File: src/rtl/ds_tx_pkg.sv
package ds_tx_pkg;

   // what the word scheduler asks the line coder to do at a clock edge
   typedef enum logic [1:0] {
      OP_HOLD = 2'd0,
      OP_BIT  = 2'd1,
      OP_REST = 2'd2
   } line_op_e;

   // line pair after coding bit b against the current pair {d, s}
   function automatic logic [1:0] ds_code(input logic d, input logic s, input logic b);
      logic [1:0] r;
      if (b == d) r = {d, ~s};
      else        r = {b, s};
      return r;
   endfunction

endpackage

File: src/rtl/ds_word_sched.sv
module ds_word_sched
   import ds_tx_pkg::*;
#(
   parameter int WORD_W    = 8,
   parameter bit LSB_FIRST = 1'b1
) (
   input  logic              clk,
   input  logic              rst,
   input  logic              bit_tick,
   input  logic              in_valid,
   input  logic [WORD_W-1:0] in_data,
   output logic              in_ready,
   output line_op_e          op,
   output logic              bit_val,
   output logic              active
);

   localparam int IDX_W = (WORD_W > 1) ? $clog2(WORD_W) : 1;
   localparam logic [IDX_W-1:0] LAST_IDX = IDX_W'(WORD_W - 1);

   logic              active_q;
   logic              pend_q;
   logic [IDX_W-1:0]  idx_q;
   logic [WORD_W-1:0] word_q;
   logic [WORD_W-1:0] pword_q;

   logic              last_on_line;
   logic              fire;
   logic              src_avail;
   logic [WORD_W-1:0] src_word;
   logic [WORD_W-1:0] sel_word;
   logic [IDX_W-1:0]  sel_idx;
   logic              mid_word;

   assign last_on_line = active_q && (idx_q == LAST_IDX);
   assign mid_word     = active_q && (idx_q != LAST_IDX);
   assign in_ready     = !pend_q && (!active_q || last_on_line);
   assign fire         = in_valid && in_ready;
   assign src_avail    = pend_q || fire;
   assign src_word     = pend_q ? pword_q : in_data;
   assign active       = active_q;

   always_comb begin
      op       = OP_HOLD;
      sel_word = word_q;
      sel_idx  = idx_q + IDX_W'(1);
      if (bit_tick) begin
         if (mid_word) begin
            op = OP_BIT;
         end else if (src_avail) begin
            op       = OP_BIT;
            sel_word = src_word;
            sel_idx  = '0;
         end else begin
            op = OP_REST;
         end
      end
   end

   generate
      if (LSB_FIRST) begin : g_lsb
         assign bit_val = sel_word[sel_idx];
      end else begin : g_msb
         assign bit_val = sel_word[LAST_IDX - sel_idx];
      end
   endgenerate

   always_ff @(posedge clk) begin
      if (rst) begin
         active_q <= 1'b0;
         pend_q   <= 1'b0;
         idx_q    <= '0;
         word_q   <= '0;
         pword_q  <= '0;
      end else if (bit_tick) begin
         if (mid_word) begin
            idx_q <= idx_q + IDX_W'(1);
         end else if (src_avail) begin
            word_q   <= src_word;
            idx_q    <= '0;
            active_q <= 1'b1;
            pend_q   <= 1'b0;
         end else begin
            active_q <= 1'b0;
         end
      end else if (fire) begin
         pend_q  <= 1'b1;
         pword_q <= in_data;
      end
   end

endmodule

File: src/rtl/ds_line_coder.sv
module ds_line_coder
   import ds_tx_pkg::*;
#(
   parameter bit REST_LEVEL   = 1'b1,
   parameter bit STROBE_RESET = 1'b0
) (
   input  logic     clk,
   input  logic     rst,
   input  line_op_e op,
   input  logic     bit_val,
   output logic     ds_data,
   output logic     ds_strobe
);

   logic d_q;
   logic s_q;
   logic [1:0] coded;

   assign coded = ds_code(d_q, s_q, bit_val);

   always_ff @(posedge clk) begin
      if (rst) begin
         d_q <= REST_LEVEL;
         s_q <= STROBE_RESET;
      end else begin
         case (op)
            OP_BIT:  {d_q, s_q} <= coded;
            OP_REST: d_q <= REST_LEVEL;
            default: ;
         endcase
      end
   end

   assign ds_data   = d_q;
   assign ds_strobe = s_q;

endmodule

File: src/rtl/ds_strobe_encoder.sv
module ds_strobe_encoder
   import ds_tx_pkg::*;
#(
   parameter int WORD_W    = 8,
   parameter bit LSB_FIRST = 1'b1
) (
   input  logic              clk,
   input  logic              rst,
   input  logic              bit_tick,
   input  logic              in_valid,
   input  logic [WORD_W-1:0] in_data,
   output logic              in_ready,
   output logic              ds_data,
   output logic              ds_strobe
);

   generate
      if (WORD_W < 2) begin : g_bad_width
         $error("ds_strobe_encoder: WORD_W must be at least 2");
      end
   endgenerate

   line_op_e op_w;
   logic     bit_val_w;
   logic     active_w;
   logic     bit_emit_w;

   assign bit_emit_w = (op_w == OP_BIT);

   ds_word_sched #(
      .WORD_W    (WORD_W),
      .LSB_FIRST (LSB_FIRST)
   ) sched_i (
      .clk      (clk),
      .rst      (rst),
      .bit_tick (bit_tick),
      .in_valid (in_valid),
      .in_data  (in_data),
      .in_ready (in_ready),
      .op       (op_w),
      .bit_val  (bit_val_w),
      .active   (active_w)
   );

   ds_line_coder #(
      .REST_LEVEL   (1'b1),
      .STROBE_RESET (1'b0)
   ) coder_i (
      .clk       (clk),
      .rst       (rst),
      .op        (op_w),
      .bit_val   (bit_val_w),
      .ds_data   (ds_data),
      .ds_strobe (ds_strobe)
   );

endmodule

File: config.mk
export PLATFORM = sky130hd
export DESIGN_NAME = ds_strobe_encoder
export DESIGN_NICKNAME = d
export VERILOG_FILES = /design/src/rtl/ds_tx_pkg.sv /design/src/rtl/ds_word_sched.sv /design/src/rtl/ds_line_coder.sv /design/src/rtl/ds_strobe_encoder.sv
export SDC_FILE = /design/constraint.sdc
export NUM_CORES = 1
export LEC_CHECK = 0
export ABC_AREA = 1
export BUFFER_PORTS_ARGS = -buffer_cell sky130_fd_sc_hd__clkbuf_2
export CAP_MARGIN = 20
export CORE_UTILIZATION = 56
export DETAILED_ROUTE_END_ITERATION = 6
export HOLD_SLACK_MARGIN = 0.1
export PLACE_DENSITY = 0.74
export SETUP_SLACK_MARGIN = 0.02
export SYNTH_ARGS = -nofsm -noshare
export SYNTH_HDL_FRONTEND = slang
export SYNTH_SLANG_ARGS = --single-unit
File: constraint.sdc
create_clock -name clk -period 2.7 [get_ports clk]
set_input_delay 0.54 -clock clk [delete_from_list [all_inputs] [get_ports clk]]
set_output_delay 0.54 -clock clk [all_outputs]
set_load 0.02 [all_outputs]
; ---- Word-level counts from Yosys, hierarchy flattened
; Index checks and enable logic that the tools add are counted.
[classes]
addsub = 1
order_cmp = 1
eq_ne = 8
muxes = 21
bitwise_logic = 3
reduce_logical = 17
[ops]
columns = op, n
row1 = two-way mux 8 bit, 4
row2 = two-way mux 3 bit, 5
row3 = AND reduction 2 bit, 5
row4 = two-way mux 2 bit, 4
row5 = two-way mux 1 bit, 6
row6 = nonzero test 2 bit, 3
row7 = logical AND 1 bit, 4
row8 = < comparator 3 x 4 -> 1 bit (second input constant), 1
row9 = inequality test 2 bit (second input constant), 2
row10 = adder 3 x 1 -> 3 bit (second input constant), 1
row11 = binary-select mux 1 bit (select 3 bit), 1
row12 = == test 3 bit (second input constant), 1
row13 = inequality test 3 bit (second input constant), 1
row14 = NOT 1 bit, 3
row15 = AND reduction 3 bit, 1
row16 = == test 2 x 1 -> 1 bit (second input constant), 1
row17 = == test 2 bit (second input constant), 1
row18 = logical NOT 1 bit, 2
row19 = logical OR 1 bit, 2
row20 = inequality test 2 x 1 -> 1 bit (second input constant), 1
row21 = one-hot mux 1 bit (2 select lines), 1
row22 = == test 1 bit, 1
[totals]
register_bits = 23
input_bits = 12
out_inout_bits = 3
elab_cells = 58

; ---- Depth between registers and ports, before layout
[logic_depth]
depth_word = 14
depth_mapped = 15
depth_no_buf = 15

; ---- Hierarchy
; A second synthesis with hierarchy kept.
[hier_totals]
hier_cells = 174
hier_area_um2 = 1199.9
[by_module_without_submodules]
columns = mod, instances, cells_each, area_each_um2, seq_area_each_um2
row1 = ds_word_sched, 1, 152, 1066.0, 420.4
row2 = ds_line_coder, 1, 22, 133.9, 40.0

; ---- Worst setup path after synthesis
; OpenSTA, ideal clock, no wires.
[synth_path]
path_type = register to register
from = register sched_i.idx_q[0]
to = register coder_i.s_q, in the netlist coder_i.ds_strobe
setup_time_ps = 130
t_arrival_ps = 1970
t_required_ps = 2570
path_slack_ps = 600
path_stages_with_launch = 16
n_path_buf = 1
synth_period_minus_slack_ps = 2100
cell_sequence = dfxtp_1 -> ha_1 -> ha_1 -> inv_1 -> nand2_1 -> nand3_4 -> buf_6 -> nand2_2 -> nand3_1 -> nand2_1 -> nand3_1 -> nand2_1 -> ha_1 -> inv_1 -> o21ai_0 -> a21oi_1
[synth_via]
elab_chain_len = 13
elab_cells_between_ends = 23
cone_classes = add/sub: 1 / eq/ne: 4 / mux: 11 / reduce/logical: 7
[synth_lines]
columns = item, line
row1 = "start, declared", ds_word_sched.sv:23  ; logic [IDX_W-1:0] idx_q;
row2 = "start signal, assigned", ds_word_sched.sv:77  ; idx_q <= idx_q + IDX_W'(1);
row3 = == test 3 bit, ds_word_sched.sv:35  ; assign last_on_line = active_q && (idx_q == LAST_IDX);
row4 = logical AND 1 bit, ds_word_sched.sv:35
row5 = logical OR 1 bit, ds_word_sched.sv:37  ; assign in_ready = !pend_q && (!active_q || last_on_line);
row6 = logical AND 1 bit, ds_word_sched.sv:37
row7 = logical AND 1 bit, ds_word_sched.sv:38  ; assign fire = in_valid && in_ready;
row8 = logical OR 1 bit, ds_word_sched.sv:39  ; assign src_avail = pend_q || fire;
row9 = two-way mux 8 bit / two-way mux 3 bit (equally long branches) (3 in a row), -
row10 = binary-select mux 1 bit (select 3 bit), ds_word_sched.sv:62  ; assign bit_val = sel_word[sel_idx];
row11 = two-way mux 1 bit (implied by the code), ds_word_sched.sv:62
row12 = == test 1 bit, ds_tx_pkg.sv:13  ; if (b == d) r = {d, ~s};
row13 = AND reduction 2 bit (no line) (*), -
row14 = "end signal, assigned", ds_line_coder.sv:27  ; OP_BIT: {d_q, s_q} <= coded;
row15 = "end, declared", ds_line_coder.sv:16  ; logic s_q;
; Mark *: on every way between the ends. The rest lies on a longest branch, timed or not. The select of a mux whose other input is x is not followed.
; A chain may end at the register's enable or synchronous reset.

; ---- Final worst setup path
; Same ends and word-level chain as after synthesis.

==> key figures <==
Floorplanning
  – Rows: 16
  – Core Region: 2020 um^2
  – Die width: 49.2 um
  – Die area: between 2000 and 2500 um^2
  – Initial Utilization: around 62%
  – Die extent in y: 49.2 um
  – I/O pin cnt: 15

Synth
  – Synth Flop Type: dfxtp_1
  – Post-Synth XOR/XNOR Area: 0%
  – Simple-gate share of the synthesized area: a little under a third
  – Post-Synth Adder-Cell Area: under 10%
  – Post-synthesis instance total: between 150 and 200
  – Post-synth top area share: 36.9%
  – Mapped Avg Cell Area: ~6.9 um^2
  – EDFF count, synth: 0
  – List of most frequent post-synthesis cells: nand2_1 (47), inv_1 (28), dfxtp_1 (23)
  – Area leader, netlist: dfxtp_1
  – Synth Net Count: just under 200
  – Mux share of post-synthesis cell area: 0%
  – Ys Warns: 0
  – Count leader, synth: nand2_1
  – Mapped Area: 1250 um^2
  – Post-synthesis compound-gate area fraction: 13.4%
  – Largest family of logic cells by synthesized area: simple AND/OR/NAND/NOR gates
  – Async S/R FF share, synth: 0%
  – Synth top area cells: dfxtp_1 (37%), nand2_1 (14%), inv_1 (8.4%)
  – Synth cell types: 25
  – Seq/Total Area, Yosys: between 30% and 40%
  – Synthesized flop and latch total: 23

Placed design
  – HPWL after DPL: 1.85 mm
  – Port Buffers: 14
  – Gp weighted congestion: between 0.8 and 0.9

Global route
  – First-pass GRT wire length: roughly 4.2 mm
  – Largest net degree at the start of global routing: 18
  – GRT overflow: 0
  – Initial antenna violation count: 0
  – Total track usage: 23.0%
  – Number of global-route vias before repair: 999

Clocking
  – Clock-pin transition on the worst setup and hold timing paths: 0.12 ns
  – Worst skew pair latency: 0.31 ns
  – CTS tree: built
  – Setup bufs post-CTS: 0
  – Root buf cell: clkbuf_4
  – CTS Buf Count: 3
  – CTS Hold Bufs: 0
  – Post-CTS Resized: 0
  – CTS H-tree depth: 1
  – CTS Buffer Depth: 2
  – # clock sinks: 23

Timing
  – Final setup fails: 0
  – Worst Tran Pin Value: 0.550 ns
  – Clock Skew: 0.00150 ns
  – Pins Over Slew Limit: 0
  – Final Cycle Share: 88.3%
  – Fin. Hold Viols: 0
  – Achievable Freq: roughly 420 MHz
  – Relative slew slack: 63.2%
  – Minimum period implied by the final worst setup slack: 2.38 ns
  – RSZ-0062 raised after global routing: no
  – Setup tns final: 0 ns

Layout
  – Layout cells sized above 1: 16.1%
  – Filler cell count: 191
  – # diodes: 0
  – Nets@finish: between 200 and 250
  – Final Core Density: 65.2%
  – Layout Area Growth over Synthesis: 5.51%

Power and ir drop
  – Power, Total: 686 uW
  – Peak VDD IR: 0.401 mV
  – Leakage power: ~0.00067 uW
  – Pwr dens: about 520 nW/um^2

Routing
  – DR vias: 1100
  – Avg WL per Cell: approximately 11 um
  – DRC errors left: 0
  – DRT Pass-1 Iters: 4
  – Initial detailed-routing violation count: 15
  – Total Wirelength: 2.36 mm
  – Vias per cell: 5.02
  – Routed Antenna Nets: 0

Critical path
  – WS Path Type: reg2reg
  – Worst EP arrival: 2.60 ns
  – Startpoint Class: register
  – CP Capture Type: register
  – Worst Path Required: 2.91 ns
  – Worst Path Max Fanout: 17

Flow run
  – Max-cap viol count: 0

Min path
  – Hold Crit Class: in2reg

Outcome
  – Status: finished, final reports clean
## flip-flops by register name, indices dropped and copies added (netlist names)
register,count
sched_i.idx_q,3
coder_i.ds_data,1
coder_i.ds_strobe,1
sched_i.word_q,8
sched_i.pword_q,8
sched_i.active,1
sched_i.pend_q,1
## cell usage in the layout (no fill, tap or decap)
| cell type | netlist | routed |
|---|---|---|
| nand2_1 | 47 | 47 |
| inv_1 | 28 | 28 |
| dfxtp_1 | 23 | 23 |
| nor2_1 | 18 | 18 |
| nand3_1 | 14 | 14 |
| clkbuf_2 | 1 | 14 |
| a21oi_1 | 11 | 11 |
| o21ai_0 | 9 | 9 |
| o21ai_1 | 5 | 5 |
| ha_1 | 3 | 3 |
| clkbuf_4 | 0 | 3 |
| nand2_4 | 2 | 2 |
| inv_2 | 2 | 2 |
| o21ai_2 | 2 | 2 |
| a21oi_2 | 2 | 2 |
| inv_8 | 1 | 1 |
| nand3_4 | 1 | 1 |
| nor2_2 | 1 | 1 |
| nand2_2 | 1 | 1 |
| nor3_4 | 1 | 1 |
| nand3b_1 | 1 | 1 |
| a211oi_1 | 1 | 1 |
| nand4_1 | 1 | 1 |
| clkinv_2 | 0 | 1 |
## power by group
part | total (uW) | switching [uW] | internal (uW) | leakage (uW)
logic | 147 | 95.2 | 52.0 | 0.000463
clock network | 160 | 104 | 55.4 | 0.0000177
registers | 379 | 14.4 | 364 | 0.000189
## stage by stage
step	worst slack (ns)	area, um^2	std cells	hold WS, ns
after global placement	0.454	1290	215	0.444
after global routing	0.102	1320	219	0.454
after CTS	0.323	1320	219	0.443
final	0.315	1320	219	0.442
after detailed placement	0.345	1290	215	0.451
after floorplan	0.600	1250	180	0.424
## cell type report
cell class | instances | area [um^2] | share of cell area [%]
clock buffer | 3 | 22.5 | 1.71
sequential | 23 | 460 | 34.9
tap | 27 | 33.8 | 2.56
inverter | 31 | 124 | 9.40
clock inverter | 1 | 5.00 | 0.380
timing repair buffer | 14 | 70.1 | 5.32
multi-input combinational | 120 | 602 | 45.7
## metal layers
metal  up-vias  wire length [um]  share of wire (%)  global-route usage (%)
met5         -                 0                  0                       0
met4         0                50                2.1                    11.8
met3         4                49                2.1                    3.74
met2        12              1120                 47                    36.3
met1       499              1150                 49                    29.9
li1        585                 -                  -                       -
## critical path, stage by stage, from the launching register on
cell     delay (ns)
dfxtp_1        0.38
ha_1           0.21
ha_1           0.21
inv_1          0.05
nand2_1        0.13
nand3_4        0.21
nand2_1        0.15
nand3_1        0.13
nand2_1        0.06
nand3_1        0.07
nand2_1        0.05
ha_1           0.31
inv_1          0.06
o21ai_0        0.17
a21oi_1        0.08
## worst paths after layout
path | startpoint | end | slack, ns | cells after the start
setup / recovery | sched_i.idx_q[0]$_SDFFE_PP0P_ | coder_i.ds_strobe$_SDFFE_PP0P_ | 0.32 | 14
hold reg to reg | sched_i.word_q[5]$_SDFF_PP0_ | sched_i.word_q[5]$_SDFF_PP0_ | 0.47 | 2
setup reg to reg | sched_i.idx_q[0]$_SDFFE_PP0P_ | coder_i.ds_strobe$_SDFFE_PP0P_ | 0.32 | 14
hold / removal | in_data[2] | sched_i.pword_q[2]$_SDFFE_PP0P_ | 0.44 | 3
## logic make-up after synthesis
logic type,count (synthesis)
flip-flops,23
AND/OR/NAND/NOR,87
adder cells (fa/ha/maj),3
AO/OA/AOI/OAI,30
buffers and inverters,37
No activity file was read; power rests on OpenSTA's default activity.
